## src/rtl/lane_ser_pkg.sv

```systemverilog
// Package: shared lane-mode encoding and the lane-count decode used by the
// sequencer and by the per-channel shifters.
package lane_ser_pkg;

    // Lane-mode codes; the reserved code behaves as one lane.
    typedef enum logic [1:0] {
        LM_X1   = 2'b00,
        LM_X2   = 2'b01,
        LM_X4   = 2'b10,
        LM_RSVD = 2'b11
    } lane_mode_e;

    // Number of active lanes selected by a mode code.
    function automatic logic [2:0] lanes_of(lane_mode_e m);
        case (m)
            LM_X2:   lanes_of = 3'd2;
            LM_X4:   lanes_of = 3'd4;
            default: lanes_of = 3'd1;
        endcase
    endfunction

endpackage

```

## src/rtl/lser_sequencer.sv

```systemverilog
// Module: lser_sequencer
// Slot and phase sequencer shared by all channels. It accepts sample pairs,
// latches the lane mode per word, counts two-cycle bit slots, and produces
// the forwarded data clock, the frame marker and the sticky overrun flag.
// Assumes WORD_W is a multiple of 4 and that the lane set is {1, 2, 4}.
module lser_sequencer
    import lane_ser_pkg::*;
#(
    parameter int WORD_W = 16
) (
    input  logic       clk,
    input  logic       rst_n,
    input  logic       smp_valid,
    input  logic [1:0] mode_in,
    output logic       load_o,
    output logic       shift_o,
    output logic       active_o,
    output logic [2:0] lanes_o,
    output logic       dclk_o,
    output logic       frame_o,
    output logic       overrun_o
);

    localparam int SLOT_W = $clog2(WORD_W);
    localparam logic [SLOT_W-1:0] LAST_X1 = SLOT_W'(WORD_W - 1);
    localparam logic [SLOT_W-1:0] LAST_X2 = SLOT_W'(WORD_W / 2 - 1);
    localparam logic [SLOT_W-1:0] LAST_X4 = SLOT_W'(WORD_W / 4 - 1);
    localparam logic [SLOT_W-1:0] HALF_X1 = SLOT_W'(WORD_W / 2);
    localparam logic [SLOT_W-1:0] HALF_X2 = SLOT_W'(WORD_W / 4);
    localparam logic [SLOT_W-1:0] HALF_X4 = SLOT_W'(WORD_W / 8);

    logic              busy_q;
    logic              phase_q;
    logic [SLOT_W-1:0] slot_q;
    lane_mode_e        mode_q;
    logic              ovr_q;

    logic [SLOT_W-1:0] last_slot;
    logic [SLOT_W-1:0] half_slot;
    logic              at_end;
    logic              accept;
    logic              drop;

    // Per-mode last slot index and the first slot where the frame goes low.
    always_comb begin
        case (mode_q)
            LM_X2: begin
                last_slot = LAST_X2;
                half_slot = HALF_X2;
            end
            LM_X4: begin
                last_slot = LAST_X4;
                half_slot = HALF_X4;
            end
            default: begin
                last_slot = LAST_X1;
                half_slot = HALF_X1;
            end
        endcase
    end

    // Word-boundary, acceptance and drop decisions.
    always_comb begin
        at_end = busy_q && phase_q && (slot_q == last_slot);
        accept = smp_valid && (!busy_q || at_end);
        drop   = smp_valid && busy_q && !at_end;
    end

    // Slot/phase counters and the per-word mode latch.
    always_ff @(posedge clk) begin
        if (!rst_n) begin
            busy_q  <= 1'b0;
            phase_q <= 1'b0;
            slot_q  <= '0;
            mode_q  <= LM_X1;
        end else if (accept) begin
            busy_q  <= 1'b1;
            phase_q <= 1'b0;
            slot_q  <= '0;
            mode_q  <= lane_mode_e'(mode_in);
        end else if (at_end) begin
            busy_q  <= 1'b0;
            phase_q <= 1'b0;
            slot_q  <= '0;
        end else if (busy_q) begin
            phase_q <= ~phase_q;
            if (phase_q) begin
                slot_q <= slot_q + 1'b1;
            end
        end
    end

    // Sticky overrun flag, cleared only by reset.
    always_ff @(posedge clk) begin
        if (!rst_n) begin
            ovr_q <= 1'b0;
        end else if (drop) begin
            ovr_q <= 1'b1;
        end
    end

    assign load_o    = accept;
    assign shift_o   = busy_q && phase_q && !at_end;
    assign active_o  = busy_q;
    assign lanes_o   = lanes_of(mode_q);
    assign dclk_o    = busy_q && phase_q;
    assign frame_o   = busy_q && (slot_q < half_slot);
    assign overrun_o = ovr_q;

    // once set, the overrun flag never clears without reset.
    p_overrun_sticky_r9: assert property (@(posedge clk) disable iff (!rst_n)
        ovr_q |=> ovr_q)
        else $error("overrun flag cleared without reset");

    // a dropped strobe must not restart the word in flight.
    p_drop_no_restart_r9: assert property (@(posedge clk) disable iff (!rst_n)
        drop |=> (busy_q && (phase_q || slot_q != '0)))
        else $error("dropped sample restarted the word");

    // the captured mode holds for the whole word.
    p_mode_held_r7: assert property (@(posedge clk) disable iff (!rst_n)
        (busy_q && !at_end) |=> $stable(mode_q))
        else $error("lane mode changed inside a word");

    // the data clock stays low while idle.
    p_dclk_idle_low_r6: assert property (@(posedge clk) disable iff (!rst_n)
        !busy_q |-> !dclk_o)
        else $error("data clock toggled while idle");

    // the frame is high in the first cycle of every accepted word.
    p_frame_at_start_r5: assert property (@(posedge clk) disable iff (!rst_n)
        accept |=> frame_o)
        else $error("frame low at word start");

endmodule

```

## src/rtl/lser_channel.sv

```systemverilog
// Module: lser_channel
// Per-channel shift register. It loads a word on acceptance and, at each
// slot end, moves it left by the active lane count so that the MSB-side bits
// always sit on the lanes. Lanes above the active count are forced to 0.
// Assumes LANES is 4 and the lane count is 1, 2 or 4.
module lser_channel #(
    parameter int WORD_W = 16,
    parameter int LANES  = 4
) (
    input  logic              clk,
    input  logic              rst_n,
    input  logic              load_i,
    input  logic              shift_i,
    input  logic              active_i,
    input  logic [2:0]        lanes_i,
    input  logic [WORD_W-1:0] word_i,
    output logic [LANES-1:0]  lane_o
);

    logic [WORD_W-1:0] sreg_q;

    // Word load and per-slot shift by the active lane count.
    always_ff @(posedge clk) begin
        if (!rst_n) begin
            sreg_q <= '0;
        end else if (load_i) begin
            sreg_q <= word_i;
        end else if (shift_i) begin
            case (lanes_i)
                3'd4:    sreg_q <= sreg_q << 4;
                3'd2:    sreg_q <= sreg_q << 2;
                default: sreg_q <= sreg_q << 1;
            endcase
        end
    end

    // Lane j carries the j-th bit below the MSB while it is an active lane.
    for (genvar j = 0; j < LANES; j++) begin : g_lane
        assign lane_o[j] = active_i && (3'(j) < lanes_i) && sreg_q[WORD_W-1-j];
    end

    // in one-lane mode only lane A may be driven.
    p_unused_lanes_low_r4: assert property (@(posedge clk) disable iff (!rst_n)
        (lanes_i == 3'd1) |-> (lane_o[LANES-1:1] == '0))
        else $error("unused lane driven in one-lane mode");

    // all lanes are quiet while idle.
    p_idle_lanes_low_r4: assert property (@(posedge clk) disable iff (!rst_n)
        !active_i |-> (lane_o == '0))
        else $error("lane driven while idle");

endmodule

```

## src/rtl/dual_lane_serializer.sv

```systemverilog
// Module: dual_lane_serializer (top)
// Serializes NUM_CH simultaneously captured words onto LANES lanes each,
// with a shared forwarded data clock and frame marker. One sequencer drives
// all channel shifters, so all channels stay slot-aligned.
// Assumes WORD_W is a multiple of 4 and LANES is 4.
module dual_lane_serializer #(
    parameter int WORD_W = 16,
    parameter int NUM_CH = 2,
    parameter int LANES  = 4
) (
    input  logic                      clk,
    input  logic                      rst_n,
    input  logic                      smp_valid,
    input  logic [NUM_CH*WORD_W-1:0]  smp_words,
    input  logic [1:0]                lane_mode,
    output logic [NUM_CH*LANES-1:0]   lanes_out,
    output logic                      dclk_out,
    output logic                      frame_out,
    output logic                      overrun
);

    logic       load;
    logic       shift;
    logic       active;
    logic [2:0] lane_cnt;

    lser_sequencer #(
        .WORD_W (WORD_W)
    ) u_seq (
        .clk       (clk),
        .rst_n     (rst_n),
        .smp_valid (smp_valid),
        .mode_in   (lane_mode),
        .load_o    (load),
        .shift_o   (shift),
        .active_o  (active),
        .lanes_o   (lane_cnt),
        .dclk_o    (dclk_out),
        .frame_o   (frame_out),
        .overrun_o (overrun)
    );

    for (genvar c = 0; c < NUM_CH; c++) begin : g_ch
        lser_channel #(
            .WORD_W (WORD_W),
            .LANES  (LANES)
        ) u_ch (
            .clk      (clk),
            .rst_n    (rst_n),
            .load_i   (load),
            .shift_i  (shift),
            .active_i (active),
            .lanes_i  (lane_cnt),
            .word_i   (smp_words[c*WORD_W +: WORD_W]),
            .lane_o   (lanes_out[c*LANES +: LANES])
        );
    end

    // the data clock only toggles while a word is active.
    p_dclk_only_active_r6: assert property (@(posedge clk) disable iff (!rst_n)
        dclk_out |-> active)
        else $error("data clock high while idle");

endmodule

```

## config.mk

```make
export PLATFORM = sky130hd
export DESIGN_NAME = dual_lane_serializer
export DESIGN_NICKNAME = d
export VERILOG_FILES = /design/src/rtl/lane_ser_pkg.sv /design/src/rtl/lser_sequencer.sv /design/src/rtl/lser_channel.sv /design/src/rtl/dual_lane_serializer.sv
export SDC_FILE = /design/constraint.sdc
export NUM_CORES = 1
export LEC_CHECK = 0
export ABC_CLOCK_PERIOD_IN_PS = 4300
export CAP_MARGIN = 40
export CORE_ASPECT_RATIO = 0.8
export CORE_MARGIN = 2
export CORE_UTILIZATION = 53
export DETAILED_ROUTE_END_ITERATION = 10
export PLACE_DENSITY_LB_ADDON = 0.05
export RECOVER_POWER = 50
export SYNTH_ARGS = -nofsm -noshare
export SYNTH_HDL_FRONTEND = slang
export SYNTH_SLANG_ARGS = --single-unit
```

## constraint.sdc

```tcl
create_clock -name clk -period 4.3 [get_ports clk]
set_input_delay 0.43 -clock clk [delete_from_list [all_inputs] [get_ports clk]]
set_output_delay 0.43 -clock clk [all_outputs]
set_load 0.01 [all_outputs]
```

Word-level counts from Yosys, hierarchy flattened
Cells that the tools add are included.
{"block": "word_totals", "reg_bits": 41, "latch_bits": 0, "mem_bits_rw": 0, "rom_bits": 0, "inputBits": 37, "elab_cells": 57, "mem_count": 0}
{"block": "op_classes", "addsub": 1, "mul": 0, "div_mod_pow": 0, "magnitude_cmp": 5, "eq_ne": 5, "n_shift": 0, "muxes": 11, "bitwise_logic": 2, "n_reduce_logical": 26}
{"op": "$mux W16", "count": 4}
{"op": "$pmux W16 S2", "count": 2}
{"op": "$logic_and A1 B1 Y1", "count": 19}
{"op": "$pmux W4 S2", "count": 2}
{"op": "$lt A1 B3 Y1 const A", "count": 2}
{"op": "$lt A2 B3 Y1 const A", "count": 2}
{"op": "$pmux W3 S2", "count": 1}
{"op": "$add A4 B1 Y4 const B", "count": 1}
{"op": "$eq A4 B4 Y1", "count": 1}
{"op": "$lt A4 B4 Y1", "count": 1}
{"op": "$reduce_bool A2 Y1", "count": 2}
{"op": "$eq A3 B2 Y1 const B", "count": 1}
{"op": "$eq A3 B3 Y1 const B", "count": 1}
{"op": "$reduce_or A3 Y1", "count": 1}
{"op": "$eq A2 B1 Y1 const B", "count": 1}
{"op": "$eq A2 B2 Y1 const B", "count": 1}
{"op": "$logic_not A1 Y1", "count": 2}
{"op": "$mux W1", "count": 2}
{"op": "$not A1 Y1", "count": 2}
{"op": "$reduce_and A2 Y1", "count": 1}
{"op": "$logic_or A1 B1 Y1", "count": 1}

Longest topological paths before layout
{"block": "logic_depth", "depth_word": 8, "depth_mapped": 12, "depth_no_buf": 8}

By module
Synthesis repeated with hierarchy kept, for this count alone.
{"block": "hier_totals", "cells_unflattened": 372, "hier_area_um2": 2720.1}
{"mod": "lser_channel", "n_inst": 2, "cells_each": 150, "area_per_inst_um2": 1074.8, "seq_area_each_um2": 320.3}
{"mod": "lser_sequencer", "n_inst": 1, "cells_each": 72, "area_per_inst_um2": 570.5, "seq_area_each_um2": 180.2}

Worst setup path before layout
OpenSTA, ideal clock, no wires.
{"block": "synth_path", "path_type": "flip-flop to flip-flop", "start": "register u_seq.mode_q[0]", "end": "register g_ch[0].u_ch.sreg_q[10]", "arrival_time_ps": 2677, "t_required_ps": 4178, "slack_ps": 1501, "path_stages_with_launch": 13, "path_buffers": 4, "period_less_slack_ps": 2799, "cell_sequence": "dfxtp_1 inv_1 ha_1 clkbuf_1 inv_2 buf_1 ha_1 and4_4 a21o_1 and2_4 buf_6 buf_6 a221o_1"}
{"block": "synth_between", "elab_chain_cells": 7, "elab_cells_between_ends": 16, "classes_between": "eq/ne (5); mux (5); reduce/logical (6)"}
{"item": "start, declared", "line_no": "lser_sequencer.sv:35", "source": "lane_mode_e mode_q;"}
{"item": "start signal, assigned", "line_no": "lser_sequencer.sv:80", "source": "mode_q <= lane_mode_e'(mode_in);"}
{"item": "parallel branches: the longest is 7 deep, another holds $pmux W16 S2"}
{"item": "end signal, assigned", "line_no": "lser_channel.sv:27", "source": "sreg_q <= word_i;"}
{"item": "end signal, assigned", "line_no": "lser_channel.sv:30", "source": "3'd4: sreg_q <= sreg_q << 4;"}
{"item": "end signal, assigned", "line_no": "lser_channel.sv:31", "source": "3'd2: sreg_q <= sreg_q << 2;"}
{"item": "end, declared", "line_no": "lser_channel.sv:20", "source": "logic [WORD_W-1:0] sreg_q;"}
Several ways; the timed one is not identified. The select of a mux whose other input is x is not followed.
A chain may end at the register's enable or synchronous reset.

Worst setup path after layout
{"block": "layout_path", "start": "register u_seq.mode_q[0]", "end": "output port frame_out"}
{"block": "layout_between", "elab_chain_cells": 4, "elab_cells_between_ends": 5, "classes_between": "order compare (1); eq/ne (2); mux (1); reduce/logical (1)"}
{"item": "$eq A2 B2 Y1 or $eq A2 B1 Y1 (tied branches)", "line_no": "lser_sequencer.sv:46", "source": "case (mode_q)"}
{"item": "$pmux W4 S2 (*)", "line_no": "lser_sequencer.sv:46"}
{"item": "$lt A4 B4 Y1 (*)", "line_no": "lser_sequencer.sv:107", "source": "assign frame_o = busy_q && (slot_q < half_slot);"}
{"item": "$logic_and A1 B1 Y1 (*)", "line_no": "lser_sequencer.sv:107"}
{"item": "end, declared", "line_no": "dual_lane_serializer.sv:18", "source": "output logic frame_out,"}
Mark *: on every way between the ends. The rest lies on a longest branch, timed or not.

==> key figures <==
Setup path
  • CP Depth: 7
  • Crit path buffers/inverters: 3
  • Crit-path max cell delay: 0.87 ns
  • Kind of capture point of the worst setup path: output pin
  • Cell depth of the worst flop-to-flop path: 8
  • Critical path arrival: 2.85 ns
  • Startpoint-to-endpoint class of the critical path: flip-flop to output pin
  • Maximum fanout encountered on the critical timing path: 29
  • Cells traversed along the worst timing path: inv_1, ha_1, clkbuf_1, a21boi_0, o21ai_0, and3b_1, clkdlybuf4s50_1
  • Critical path required time: 3.87 ns
  • Crit path launch: u_seq.mode_q[0]
  • Type of origin of the critical path: flip-flop
  • Slowest cell on the critical path: sky130_fd_sc_hd__clkbuf_1
  • Launching point of the worst reg2reg path: u_seq.mode_q[0]
  • Top cell family by delay on the critical path: buffers and inverters

Logic synthesis
  • Leading register cell type out of synthesis: sky130_fd_sc_hd__dfxtp_1
  • Post-Synthesis Cells: 261
  • Total number of yosys warnings: 0
  • Sequential element share of the synthesized area: 35.2%
  • Yosys cell types: 42
  • Area share of the largest cell type after synthesis: 35.2%
  • Synthesized net count: 305
  • Synth area leader: sky130_fd_sc_hd__dfxtp_1
  • Mean instance size in the synthesized netlist: 8.92 um^2
  • Synthesized flop and latch total: 41
  • Asr flop ratio synth: 0%
  • Cell area after synthesis: 2330 um^2
  • Post-synth EDFFs: 0
  • Main area contributors after synthesis: sky130_fd_sc_hd__dfxtp_1 (35%), sky130_fd_sc_hd__a221o_1 (8.6%), sky130_fd_sc_hd__a221oi_1 (7.9%), sky130_fd_sc_hd__nor2_1 (4.5%), sky130_fd_sc_hd__nor3_1 (4.5%)

Worst hold path
  • Worst min path class: flip-flop to flip-flop
  • Hold Path Stages: 1
  • Hold path startpoint: g_ch[1].u_ch.sreg_q[15]

Drt
  • Remaining DRCs: 0
  • WL met2: 2660 um
  • Detail Route met3 WL: 488 um
  • Drt initial violations: 250
  • Count of nets left with antenna violations after detail routing: 0
  • Via count: 2224
  • Max Used Layer: met4
  • Wire per inst: 17.3 um
  • Post-Route M1 WL: 2910 um
  • Via density: 6.30
  • Length of the first detailed-routing pass in iterations: 5
  • Total Routed Length: 6110 um

Floorplanning
  • Total Die Area: 4940 um^2
  • Initial core utilization: 55.4%
  • Die boundary height: 63.3 um
  • # IOs: 48
  • Core region area: 4200 um^2
  • Row count: 21
  • Die boundary width: 78.1 um

Clocking
  • CTS Buffer Depth: 2
  • TritonCTS Sinks: 41
  • Post-CTS Setup Bufs: 0
  • H-tree depth: 2
  • Clock-pin slew of the registers on the worst-case setup and hold paths: 0.08 ns
  • Gates resized, CTS repair: 0
  • TritonCTS clock tree: built
  • Hold buffer count at CTS: 0
  • Clock root buffer master: sky130_fd_sc_hd__clkbuf_8
  • Clock buffers created by TritonCTS: 5
  • Clk_lat worst skew: 0.29 ns

Timing
  • Worst Clk Skew: 0.00775 ns
  • Final worst path period share: 76.3%
  • Period minus WS final: 3.28 ns
  • RSZ-0062 raised after global routing: false
  • Maximum frequency from static timing analysis: 305 MHz
  • Final-layout worst hold slack: 0.496 ns
  • Final number of setup-violating endpoints: 0
  • Slew HR: 21.0%
  • Max-slew violation count: 0
  • Sum of negative setup slack: 0 ns
  • Post-route worst setup slack: 1.02 ns
  • Slew at the pin with the worst max-slew slack: 1.19 ns
  • Final-report hold violation count: 0

Placement
  • Post-place setup slack: 1.64 ns
  • DPL Wire Length: 4040 um
  • Number of port buffers: 47
  • Global placer's final weighted congestion: 0.847

Flow run
  • Max capacitance violation total: 0

Power
  • Total power density per cell area: 328 nW/um^2
  • Largest vdd supply drop: 0.185 mV
  • Static leakage: 1.07 nW

Global route
  • Overall Global Routing Usage: 24.9%
  • Number of global-route vias before repair: 1941
  • Pin count of the biggest net entering global routing: 34
  • Wire length of the first global-routing pass: 9860 um
  • Remaining global-route overflow: 0
  • Initial antenna violation count: 0

Status
  • Result of the run: finished, final reports clean

Finish
  • Top library cells by usage in the layout, fill and taps aside: sky130_fd_sc_hd__dfxtp_1 (41), sky130_fd_sc_hd__clkdlybuf4s50_1 (41), sky130_fd_sc_hd__nor2_1 (28)
  • Diode insertion count for antenna repair: 0
  • Final core area utilization: 67.9%
  • Fraction of layout cells with a size suffix above 1: 7.43%
  • Number of nets in the layout: 339
  • Signed area change from the synthesized netlist to the final layout: 22.7%
## synthesized netlist by cell type, drive strengths merged (5+ instances only)
master	count
a21oi	9
a221o	25
a221oi	21
a22oi	5
and2	5
and3	7
buf	11
clkbuf	13
dfxtp	41
ha	7
inv	6
nand2	14
nand3	5
nor2	28
nor2b	6
nor3	21
o21ai	10
## layout make-up
type | instances | area (um^2)
clock buffers | 7 | 86.3
clock inverters | 1 | 30.0
fillers | 368 | 1350
inverters | 6 | 22.5
multi-input cells | 190 | 1300
flip-flops and latches | 41 | 821
well taps | 57 | 71.3
repair buffers | 51 | 524
## logic make-up after synthesis
family / count (synthesis) / synth area share [%]
fa+ha+maj: 7 / 3.76
mux: 2 / 0.860
flops: 41 / 35.2
xor+xnor: 4 / 1.83
compound gates: 85 / 31.0
simple gates: 92 / 19.3
buf+inv: 30 / 8.01
## worst reg2reg max path: stages (launching register included)
cell and delay (ns):
sky130_fd_sc_hd__dfxtp_1 0.38, sky130_fd_sc_hd__inv_1 0.08, sky130_fd_sc_hd__ha_1 0.37, sky130_fd_sc_hd__inv_1 0.08, sky130_fd_sc_hd__ha_1 0.31, sky130_fd_sc_hd__nand2_1 0.15
sky130_fd_sc_hd__o311ai_0 0.79, sky130_fd_sc_hd__and2_4 0.46, sky130_fd_sc_hd__a221o_2 0.22
## report_power, final
part	internal (mW)	switching, mW	leakage, nW
logic	0.0907	0.0903	0.672
registers	0.404	0.0296	0.337
clock network	0.189	0.134	0.0585
total	0.684	0.254	1.07
## sequential cells by signal, summed over array words and instances (netlist names)
signal,count
u_seq.slot_q,4
g_ch.u_ch.sreg_q,32
u_seq.overrun_o,1
u_seq.mode_q,2
u_seq.active_o,1
u_seq.phase_q,1
## routing by layer
| layer | global-route usage, % | up-vias |
|---|---|---|
| li1 | - | 1069 |
| met1 | 37.3 | 1043 |
| met2 | 36.1 | 108 |
| met3 | 5.30 | 4 |
| met4 | 6.58 | 0 |
| met5 | 0 | - |
## worst paths after layout
kind,end,slack [ns]
setup / recovery,frame_out,1.02
hold / removal,g_ch[1].u_ch.sreg_q[15],0.50
hold reg to reg,g_ch[1].u_ch.sreg_q[15],0.50
setup reg to reg,g_ch[0].u_ch.sreg_q[6],1.41
## through the flow
stage	power (mW)	instances	instance area, um^2
global placement	0.613	343	2720
detailed placement	0.623	345	2760
global route	0.979	353	2860
CTS	0.945	353	2880
finish	0.938	353	2860
floorplan	0.555	261	2330
No activity file was read; power rests on OpenSTA's default activity.
